--- config.mk ---
export PLATFORM = sky130hd
export DESIGN_NAME = pt_walker
export DESIGN_NICKNAME = d
export VERILOG_FILES = /design/src/rtl/pt_walk_pkg.sv /design/src/rtl/pt_entry_check.sv /design/src/rtl/pt_root_reg.sv /design/src/rtl/pt_walker.sv
export SDC_FILE = /design/constraint.sdc
export NUM_CORES = 1
export LEC_CHECK = 0
export ABC_AREA = 1
export CAP_MARGIN = 25
export CORE_MARGIN = 5
export CORE_UTILIZATION = 56
export DETAILED_ROUTE_END_ITERATION = 6
export GPL_ROUTABILITY_DRIVEN = 0
export PLACE_DENSITY_LB_ADDON = 0.1
export SLEW_MARGIN = 20
export SYNTH_ARGS = -nofsm -noshare
export SYNTH_HDL_FRONTEND = slang
export SYNTH_HIERARCHICAL = 1
export SYNTH_SLANG_ARGS = --single-unit
--- constraint.sdc ---
create_clock -name clk -period 3.8 [get_ports clk]
set_input_delay 0.76 -clock clk [delete_from_list [all_inputs] [get_ports clk]]
set_output_delay 0.76 -clock clk [all_outputs]
set_load 0.05 [all_outputs]
--- src/rtl/pt_walk_pkg.sv ---
package pt_walk_pkg;

  typedef enum logic [2:0] {
    ST_IDLE,
    ST_RD_DIR,
    ST_CHK_DIR,
    ST_RD_TBL,
    ST_CHK_TBL,
    ST_WB,
    ST_DONE
  } walk_state_t;

  // entry flag positions
  localparam int FL_PRES  = 0;
  localparam int FL_WR    = 1;
  localparam int FL_USR   = 2;
  localparam int FL_ACC   = 5;
  localparam int FL_DIRTY = 6;

  typedef struct packed {
    logic at_table;
    logic user;
    logic write;
    logic prot;
  } fault_code_t;

endpackage

--- src/rtl/pt_entry_check.sv ---
module pt_entry_check
  import pt_walk_pkg::*;
#(
  parameter int ENTRY_W = 32
) (
  input  logic [ENTRY_W-1:0] entry,
  input  logic               is_user,
  input  logic               is_write,
  output logic               present,
  output logic               allowed
);

  logic deny_user;
  logic deny_write;

  always_comb begin
    present    = entry[FL_PRES];
    deny_user  = is_user && !entry[FL_USR];
    deny_write = is_user && is_write && !entry[FL_WR];
    allowed    = present && !deny_user && !deny_write;
  end

endmodule

--- src/rtl/pt_root_reg.sv ---
module pt_root_reg #(
  parameter int ADDR_W = 32,
  parameter int OFF_W  = 12,
  parameter int RING_W = 2
) (
  input  logic              clk,
  input  logic              rst_n,
  input  logic              we,
  input  logic [RING_W-1:0] ring,
  input  logic [ADDR_W-1:0] wdata,
  output logic [ADDR_W-1:0] root_q
);

  logic              load_en;
  logic [ADDR_W-1:0] root_d;

  always_comb begin
    load_en = we && (ring == '0);
    root_d  = {wdata[ADDR_W-1:OFF_W], {OFF_W{1'b0}}};
  end

  always_ff @(posedge clk or negedge rst_n) begin
    if (!rst_n) begin
      root_q <= '0;
    end else if (load_en) begin
      root_q <= root_d;
    end
  end

  a_r10_ring_gate: assert property (@(posedge clk) disable iff (!rst_n)
    (we && ring != '0) |=> $stable(root_q));

endmodule

--- src/rtl/pt_walker.sv ---
module pt_walker
  import pt_walk_pkg::*;
#(
  parameter int ADDR_W = 32,
  parameter int IDX_W  = 10,
  parameter int OFF_W  = 12,
  parameter int RING_W = 2
) (
  input  logic              clk,
  input  logic              rst_n,
  input  logic              root_we,
  input  logic [ADDR_W-1:0] root_wdata,
  input  logic [RING_W-1:0] cur_ring,
  input  logic              req_valid,
  output logic              req_ready,
  input  logic [ADDR_W-1:0] req_addr,
  input  logic              req_write,
  input  logic              req_user,
  output logic              mem_rd_en,
  output logic              mem_wr_en,
  output logic [ADDR_W-1:0] mem_addr,
  output logic [ADDR_W-1:0] mem_wdata,
  input  logic [ADDR_W-1:0] mem_rdata,
  input  logic              mem_rvalid,
  output logic              resp_valid,
  output logic              resp_fault,
  output logic [3:0]        resp_code,
  output logic [ADDR_W-1:0] resp_paddr
);

  localparam int FRAME_W = ADDR_W - OFF_W;
  localparam int PAD_W   = ADDR_W - IDX_W - 2;

  walk_state_t       state_q, state_d;
  logic              issued_q, issued_d;
  logic [ADDR_W-1:0] vaddr_q, vaddr_d;
  logic              wr_q, wr_d, usr_q, usr_d;
  logic [ADDR_W-1:0] pde_q, pde_d, pte_q, pte_d;
  logic [ADDR_W-1:0] pde_addr_q, pde_addr_d, pte_addr_q, pte_addr_d;
  logic              pde_pend_q, pde_pend_d, pte_pend_q, pte_pend_d;
  logic              fault_q, fault_d;
  fault_code_t       code_q, code_d;
  logic [ADDR_W-1:0] paddr_q, paddr_d;

  logic [ADDR_W-1:0] root_q;
  logic [ADDR_W-1:0] dir_off, tbl_off;
  logic              dir_present, dir_ok, tbl_present, tbl_ok;

  pt_root_reg #(
    .ADDR_W(ADDR_W), .OFF_W(OFF_W), .RING_W(RING_W)
  ) u_root (
    .clk(clk), .rst_n(rst_n), .we(root_we), .ring(cur_ring),
    .wdata(root_wdata), .root_q(root_q)
  );

  pt_entry_check #(.ENTRY_W(ADDR_W)) u_chk_dir (
    .entry(pde_q), .is_user(usr_q), .is_write(wr_q),
    .present(dir_present), .allowed(dir_ok)
  );

  pt_entry_check #(.ENTRY_W(ADDR_W)) u_chk_tbl (
    .entry(pte_q), .is_user(usr_q), .is_write(wr_q),
    .present(tbl_present), .allowed(tbl_ok)
  );

  assign dir_off = {{PAD_W{1'b0}}, req_addr[ADDR_W-1 -: IDX_W], 2'b00};
  assign tbl_off = {{PAD_W{1'b0}}, vaddr_q[OFF_W +: IDX_W], 2'b00};

  // next-state process
  always_comb begin
    state_d    = state_q;
    issued_d   = issued_q;
    vaddr_d    = vaddr_q;
    wr_d       = wr_q;
    usr_d      = usr_q;
    pde_d      = pde_q;
    pte_d      = pte_q;
    pde_addr_d = pde_addr_q;
    pte_addr_d = pte_addr_q;
    pde_pend_d = pde_pend_q;
    pte_pend_d = pte_pend_q;
    fault_d    = fault_q;
    code_d     = code_q;
    paddr_d    = paddr_q;
    case (state_q)
      ST_IDLE: begin
        if (req_valid) begin
          vaddr_d    = req_addr;
          wr_d       = req_write;
          usr_d      = req_user;
          pde_addr_d = root_q + dir_off;
          fault_d    = 1'b0;
          code_d     = '0;
          paddr_d    = '0;
          pde_pend_d = 1'b0;
          pte_pend_d = 1'b0;
          issued_d   = 1'b0;
          state_d    = ST_RD_DIR;
        end
      end
      ST_RD_DIR: begin
        if (!issued_q) begin
          issued_d = 1'b1;
        end else if (mem_rvalid) begin
          pde_d    = mem_rdata;
          issued_d = 1'b0;
          state_d  = ST_CHK_DIR;
        end
      end
      ST_CHK_DIR: begin
        if (!dir_ok) begin
          fault_d = 1'b1;
          code_d  = '{at_table: 1'b0, user: usr_q, write: wr_q, prot: dir_present};
          state_d = ST_DONE;
        end else begin
          pte_addr_d = {pde_q[ADDR_W-1:OFF_W], {OFF_W{1'b0}}} + tbl_off;
          state_d    = ST_RD_TBL;
        end
      end
      ST_RD_TBL: begin
        if (!issued_q) begin
          issued_d = 1'b1;
        end else if (mem_rvalid) begin
          pte_d    = mem_rdata;
          issued_d = 1'b0;
          state_d  = ST_CHK_TBL;
        end
      end
      ST_CHK_TBL: begin
        if (!tbl_ok) begin
          fault_d = 1'b1;
          code_d  = '{at_table: 1'b1, user: usr_q, write: wr_q, prot: tbl_present};
          state_d = ST_DONE;
        end else begin
          paddr_d    = {pte_q[ADDR_W-1 -: FRAME_W], vaddr_q[OFF_W-1:0]};
          pde_pend_d = !pde_q[FL_ACC];
          pte_pend_d = !pte_q[FL_ACC] || (wr_q && !pte_q[FL_DIRTY]);
          if (!pde_q[FL_ACC] || !pte_q[FL_ACC] || (wr_q && !pte_q[FL_DIRTY])) begin
            state_d = ST_WB;
          end else begin
            state_d = ST_DONE;
          end
        end
      end
      ST_WB: begin
        if (pde_pend_q) begin
          pde_pend_d = 1'b0;
          if (!pte_pend_q) state_d = ST_DONE;
        end else begin
          pte_pend_d = 1'b0;
          state_d    = ST_DONE;
        end
      end
      ST_DONE: state_d = ST_IDLE;
      default: state_d = ST_IDLE;
    endcase
  end

  // register process
  always_ff @(posedge clk or negedge rst_n) begin
    if (!rst_n) begin
      state_q    <= ST_IDLE;
      issued_q   <= 1'b0;
      vaddr_q    <= '0;
      wr_q       <= 1'b0;
      usr_q      <= 1'b0;
      pde_q      <= '0;
      pte_q      <= '0;
      pde_addr_q <= '0;
      pte_addr_q <= '0;
      pde_pend_q <= 1'b0;
      pte_pend_q <= 1'b0;
      fault_q    <= 1'b0;
      code_q     <= '0;
      paddr_q    <= '0;
    end else begin
      state_q    <= state_d;
      issued_q   <= issued_d;
      vaddr_q    <= vaddr_d;
      wr_q       <= wr_d;
      usr_q      <= usr_d;
      pde_q      <= pde_d;
      pte_q      <= pte_d;
      pde_addr_q <= pde_addr_d;
      pte_addr_q <= pte_addr_d;
      pde_pend_q <= pde_pend_d;
      pte_pend_q <= pte_pend_d;
      fault_q    <= fault_d;
      code_q     <= code_d;
      paddr_q    <= paddr_d;
    end
  end

  // outputs
  always_comb begin
    req_ready  = (state_q == ST_IDLE);
    mem_rd_en  = ((state_q == ST_RD_DIR) || (state_q == ST_RD_TBL)) && !issued_q;
    mem_wr_en  = (state_q == ST_WB) && (pde_pend_q || pte_pend_q);
    mem_addr   = pte_addr_q;
    mem_wdata  = pte_q | (ADDR_W'(1) << FL_ACC) | (ADDR_W'(wr_q) << FL_DIRTY);
    if (state_q == ST_RD_DIR || (state_q == ST_WB && pde_pend_q)) begin
      mem_addr = pde_addr_q;
    end
    if (state_q == ST_WB && pde_pend_q) begin
      mem_wdata = pde_q | (ADDR_W'(1) << FL_ACC);
    end
    resp_valid = (state_q == ST_DONE);
    resp_fault = fault_q;
    resp_code  = code_q;
    resp_paddr = paddr_q;
  end

  a_r11_one_read: assert property (@(posedge clk) disable iff (!rst_n)
    mem_rd_en |=> !mem_rd_en);
  a_r11_rw_excl: assert property (@(posedge clk) disable iff (!rst_n)
    !(mem_rd_en && mem_wr_en));
  a_r11_resp_pulse: assert property (@(posedge clk) disable iff (!rst_n)
    resp_valid |=> !resp_valid);
  a_r11_busy_after_accept: assert property (@(posedge clk) disable iff (!rst_n)
    (req_valid && req_ready) |=> !req_ready);
  a_r7_wb_marks_accessed: assert property (@(posedge clk) disable iff (!rst_n)
    mem_wr_en |-> mem_wdata[FL_ACC]);
  a_r9_no_write_on_fault: assert property (@(posedge clk) disable iff (!rst_n)
    mem_wr_en |-> !fault_q);
  a_r6_success_code_zero: assert property (@(posedge clk) disable iff (!rst_n)
    (resp_valid && !resp_fault) |-> (resp_code == 4'h0));

endmodule

; Word-level counts from Yosys, hierarchy flattened
; Index checks and enable logic that the tools add are counted.
[totals]
register_bits = 215
in_bits = 105
out_inout_bits = 105
[classes]
addsub = 2
eq_ne = 16
mux = 32
bitwise = 1
n_reduce_logical = 49
[ops]
columns = cell, count
row1 = 32-bit 2-to-1 mux, 4
row2 = 32-bit by 12-bit adder with 32-bit output, 2
row3 = 32-bit one-hot mux with 2 select lines, 1
row4 = 32-bit by 7-bit bitwise OR with 32-bit output, 1
row5 = 3-bit 2-to-1 mux, 8
row6 = "2-bit inequality test, second input constant", 9
row7 = 3-bit one-hot mux with 6 select lines, 1
row8 = 1-bit logical AND, 14
row9 = 1-bit logical NOT, 12
row10 = 4-bit 2-to-1 mux, 3
row11 = 4-bit one-hot mux with 3 select lines, 1
row12 = 3-bit AND reduction, 4
row13 = "3-bit == test, second input constant", 3
row14 = 1-bit one-hot mux with 3 select lines, 3
row15 = 1-bit 2-to-1 mux, 8
row16 = 4-bit AND reduction, 2
row17 = "3-bit by 2-bit == test with 1-bit output, second input constant", 2
row18 = 1-bit logical OR, 6
row19 = 2-bit AND reduction, 3
row20 = 6-bit AND reduction, 1
row21 = 3-bit nonzero test, 2
row22 = 2-bit 2-to-1 mux, 2
row23 = 2-bit nonzero test, 2
row24 = "3-bit by 1-bit == test with 1-bit output, second input constant", 1
row25 = other kinds (5), 5

; Depth between registers and ports, before layout
[depth]
ltp_word = 7
ltp_mapped = 14
ltp_nobuf = 13

; Hierarchy
; Netlist, hierarchy kept.
[modules_own_cells]
columns = module, instances, cells_per_inst, area_each_um2
row1 = pt_walker, 1, 1208, 9494.1
row2 = pt_root_reg, 1, 101, 902.1
row3 = pt_entry_check, 2, 7, 30.0

; Worst setup path after synthesis
; No wires, ideal clock.
[synth_timing]
path_kind = reg-to-output
startpoint = register state_q[1]
endpoint = output port mem_wdata[12]
arrival_ns = 2.207
t_required_ns = 3.040
path_slack_ns = 0.833
path_stages_with_launch = 7
path_cell_list = dfrtp_1 -> nor2_2 -> nand2_1 -> nor2_4 -> inv_2 -> clkbuf_1 -> o21ai_0
[synth_between]
elab_chain_len = 3
[synth_lines]
columns = item, line
row1 = start: declaration, pt_walker.sv:34  ; walk_state_t state_q, state_d;
row2 = start signal: assignment, pt_walker.sv:177  ; state_q <= state_d;
row3 = 3-bit == test, pt_walker.sv:204  ; if (state_q == ST_WB && pde_pend_q) begin
row4 = 1-bit logical AND, pt_walker.sv:204
row5 = 32-bit 2-to-1 mux, pt_walker.sv:204
row6 = end: declaration, pt_walker.sv:22  ; output logic [ADDR_W-1:0] mem_wdata,
; Every way passes these cells.

; Worst setup path after layout
[layout_timing]
startpoint = register state_q[1]
endpoint = output port mem_addr[1]
[layout_between]
elab_chain_len = 4
elab_cells_between_ends = 5
[layout_lines]
columns = item, line
row1 = 3-bit == test, pt_walker.sv:201  ; if (state_q == ST_RD_DIR || (state_q == ST_WB && pde_pend_q)) begin
row2 = 1-bit logical AND, pt_walker.sv:201
row3 = 1-bit logical OR *, pt_walker.sv:201
row4 = 32-bit 2-to-1 mux *, pt_walker.sv:201
row5 = end: declaration, pt_walker.sv:21  ; output logic [ADDR_W-1:0] mem_addr,
; Every way passes the cells marked *; elsewhere a longest branch is shown, timed or not.

==> flow_metrics.py <==
metrics = {
    "global_route": {
        "antenna_found_initial": 0,
        "grt_max_degree": 90,
        "grt.overflow.total": 0,
        "grt_usage_pct": 25.4,
        "grt_pass1_wl_mm": 45.1,
        "grt_pass1_vias": 8951,
    },
    "critical_path": {
        "crit_chain": "nor2_2 > nand2_1 > nor2_4 > buf_4 > nor2_4 > buf_12 > nor2_1 > clkdlybuf4s50_1",
        "crit_buf_inv": 3,
        "worst_setup_path_end_kind": "output pin",
        "cp.arrival_ps": 2900,
        "timing_worst_setup_path_type": "flop to output pin",
        "crit_path_top_delay_cell": "clkdlybuf4s50_1",
        "cpPeakStageDelay_ps": 820,
        "critPathLaunchType": "flop",
        "cp_max_fo": 40,
        "cpMostUsedCell": "nor2_4",
        "worstPathRequired_ps": 3040,
        "cp_top_family": "buffers and inverters",
    },
    "timing": {
        "finClkSkew_ps": 24.5,
        "finalCritPeriodShare_pct": 96.4,
        "worst_slew_pin_slew_ps": 740,
        "tns_ps": 0,
        "max_freq_mhz": 273,
        "setup_slack_ps": 137,
        "hold_violations": 0,
        "rsz0062_at_grt": "false",
        "fin_crit_ps": 3660,
        "maxSlewViolCount": 0,
        "relSlewSlack_pct": 50.6,
        "whs_ps": 152,
        "final-setup-viol-count": 0,
    },
    "die": {
        "io_pins": 210,
        "die_y_um": 147,
        "die-area_um2": 21500,
        "start_util_pct": 56.5,
        "num_rows": 50,
        "core_um2": 18500,
        "die_w_um": 147,
    },
    "clock_network": {
        "root_buffer": "clkbuf_16",
        "hold_buffers": 0,
        "cts_tree": "yes",
        "numClockSinks": 213,
        "cts.repair.resized": 0,
        "htreeDepth": 1,
        "clk_pin_slew_ps": 60,
        "post_cts_buffers": 0,
        "clk_latency_ps": 510,
        "clockBufferDepth": 3,
        "numCtsBuffers": 23,
    },
    "routing": {
        "top_layer": "met4",
        "via_count": 9136,
        "dr.pass1.iters": 5,
        "m1WireLength_mm": 11.5,
        "avgViaCountPerCell": 5.24,
        "wl_met2_mm": 13.4,
        "finalWirelength_mm": 27.5,
        "drtAntennaViolNets": 0,
        "drc": 0,
        "drtIter0Drc": 626,
        "wl_per_cell_um": 15.8,
        "dr_wl_met3_mm": 2.15,
    },
    "final_layout": {
        "area_growth_pct": 27.2,
        "drive_gt1_share_pct": 6.49,
        "fill_cells": 1494,
        "multi_input_area_um2": 4170,
        "utilization_pct": 71.8,
        "design_area_um2": 13300,
        "regArea_um2": 5330,
        "final_nets": 1611,
        "finalNonFillerCells": 1745,
        "insertedDiodeCount": 0,
    },
    "placed_design": {
        "dp_hpwl_mm": 19.1,
        "placedCellCount": 1702,
        "place_area_um2": 12400,
        "port_buffers": 196,
        "dp_slack_ps": 586,
    },
    "synthesis": {
        "syn_area_um2": 10500,
        "synthCells": 1323,
        "ys_seq_area_share_pct": 51.0,
        "ys_ff_latch": 213,
        "synthArstFlopShare_pct": 100,
        "synth.distinct_cells": 33,
        "avgSynthCellArea_um2": 7.90,
        "synth_flop_cell": "dfrtp_1",
        "ys_warn_count": 6,
        "synth_enable_flop_cells": 0,
    },
    "power_and_ir_drop": {
        "pwr-share-clk_pct": 19.8,
        "power_switching_mw": 5.02,
        "internal_power_mw": 6.23,
        "cellPowerDensity_nw_per_um2": 846,
        "p_comb_share_pct": 46.5,
        "power_mw": 11.3,
        "p_leak_nw": 7.07,
        "power_frac_seq_pct": 33.7,
        "vdd_drop_max_v": 0.000647,
        "swShare_pct": 44.6,
    },
    "outcome": {
        "status": "finished clean",
    },
    "flow_run": {
        "drv_cap": 0,
    },
    "worst_hold_path": {
        "holdCritPathClass": "input pin to asynchronous set/reset pin",
    },
}
per-layer routing:
| layer | global-route usage (%) | up-vias |
|---|---|---|
| li1 | - | 4500 |
| met1 | 33.4 | 4290 |
| met2 | 43.2 | 307 |
| met3 | 5.49 | 39 |
| met4 | 5.83 | 0 |
| met5 | 0 | - |
final cells by class:
class	count	area share, %
Clock buffer	34	5.01
Clock inverter	7	0.687
Inverter	153	4.34
Multi-Input combinational cell	894	31.3
Sequential cell	213	40.1
Tap cell	234	2.20
Timing Repair Buffer	210	16.4
worst reg2reg max path: stages (launching register included):
cell and delay (ps):
dfrtp_1 510, inv_1 140, nand3_1 200, inv_1 80
nand2_2 490, nand4_1 410, a22oi_1 240, nand2_1 70
registers in the layout, indices dropped and copies added, names as in the netlist:
signal and flops:
vaddr_q 22, pde_addr_q 32, resp_paddr 32, resp_code 4, usr_q 1, issued_q 1, pde_q 32, resp_fault 1
wr_q 1, u_root/root_q 20, pte_addr_q 30, pte_pend_q 1, pde_pend_q 1, pte_q 32, state_q 3
power groups by stage:
stage / combinational [mW] / clock (mW) / sequential (mW)
CTS: 5.26 / 2.26 / 3.79
global route: 5.64 / 2.36 / 3.90
floorplan: 3.17 / 0 / 4.11
detailed placement: 5.22 / 0 / 3.81
finish: 5.23 / 2.22 / 3.80
global placement: 5.15 / 0 / 3.78
cells in the final DEF (no fill, tap or decap), drive strengths merged, types with 6 or more instances in the layout:
master and instances:
nor3 12, clkdlybuf4s50 162, inv 154, o21ai 159, mux2 23, dfrtp 213, a21oi 9, conb 13
nor2 45, ha 10, clkbuf 34, nand2 464, buf 24, xnor2 6, dlymetal6s2s 24, nand3 135
cells by family after synthesis:
kind of cell | share of synthesized area [%]
DFF | 51.0
buffers and inverters | 9.60
adders and majority gates | 1.39
other | 0.0718
xor gates and xnor gates | 0.586
muxes | 2.48
AOI/OAI and AO/OA | 8.51
and+or+nand+nor | 26.4
Yosys cell counts (2+ instances only):
library cell	instances	area share, %
nand2_1	460	17
dfrtp_1	213	51
o21ai_0	155	7.4
inv_1	150	5.4
nand3_1	135	6.5
nor2_1	39	1.4
clkbuf_1	28	1.0
mux2_2	23	2.5
buf_2	19	0.91
buf_4	18	1.3
nor3_1	11	0.53
ha_1	10	1.2
a21oi_1	9	0.43
buf_6	8	0.86
xnor2_1	6	0.50
nand3b_1	5	0.36
nand2_2	4	0.24
o21ai_1	4	0.19
inv_2	3	0.11
nand4_1	3	0.18
nor2_2	3	0.18
nor2_4	3	0.32
a21boi_0	2	0.14
conb_1	2	0.072
o22ai_1	2	0.12
worst paths after layout:
path                                         startpoint                        end  slack [ps]  cells after the start
worst max-delay path             state_q[1]$_DFFE_PN0P_                mem_addr[1]         140                      8
worst min-delay path                              rst_n    vaddr_q[17]$_DFFE_PN0P_         150                      1
worst max register to register   state_q[0]$_DFFE_PN0P_   resp_code[0]$_DFFE_PN0P_        1540                      7
worst min register to register  vaddr_q[10]$_DFFE_PN0P_    vaddr_q[10]$_DFFE_PN0P_         470                      2
max in group asynchronous                         rst_n  pde_addr_q[3]$_DFFE_PN0P_        2750                      2
min in group clk                vaddr_q[10]$_DFFE_PN0P_    vaddr_q[10]$_DFFE_PN0P_         470                      2
Note: power is estimated with default switching activity, not from simulation.
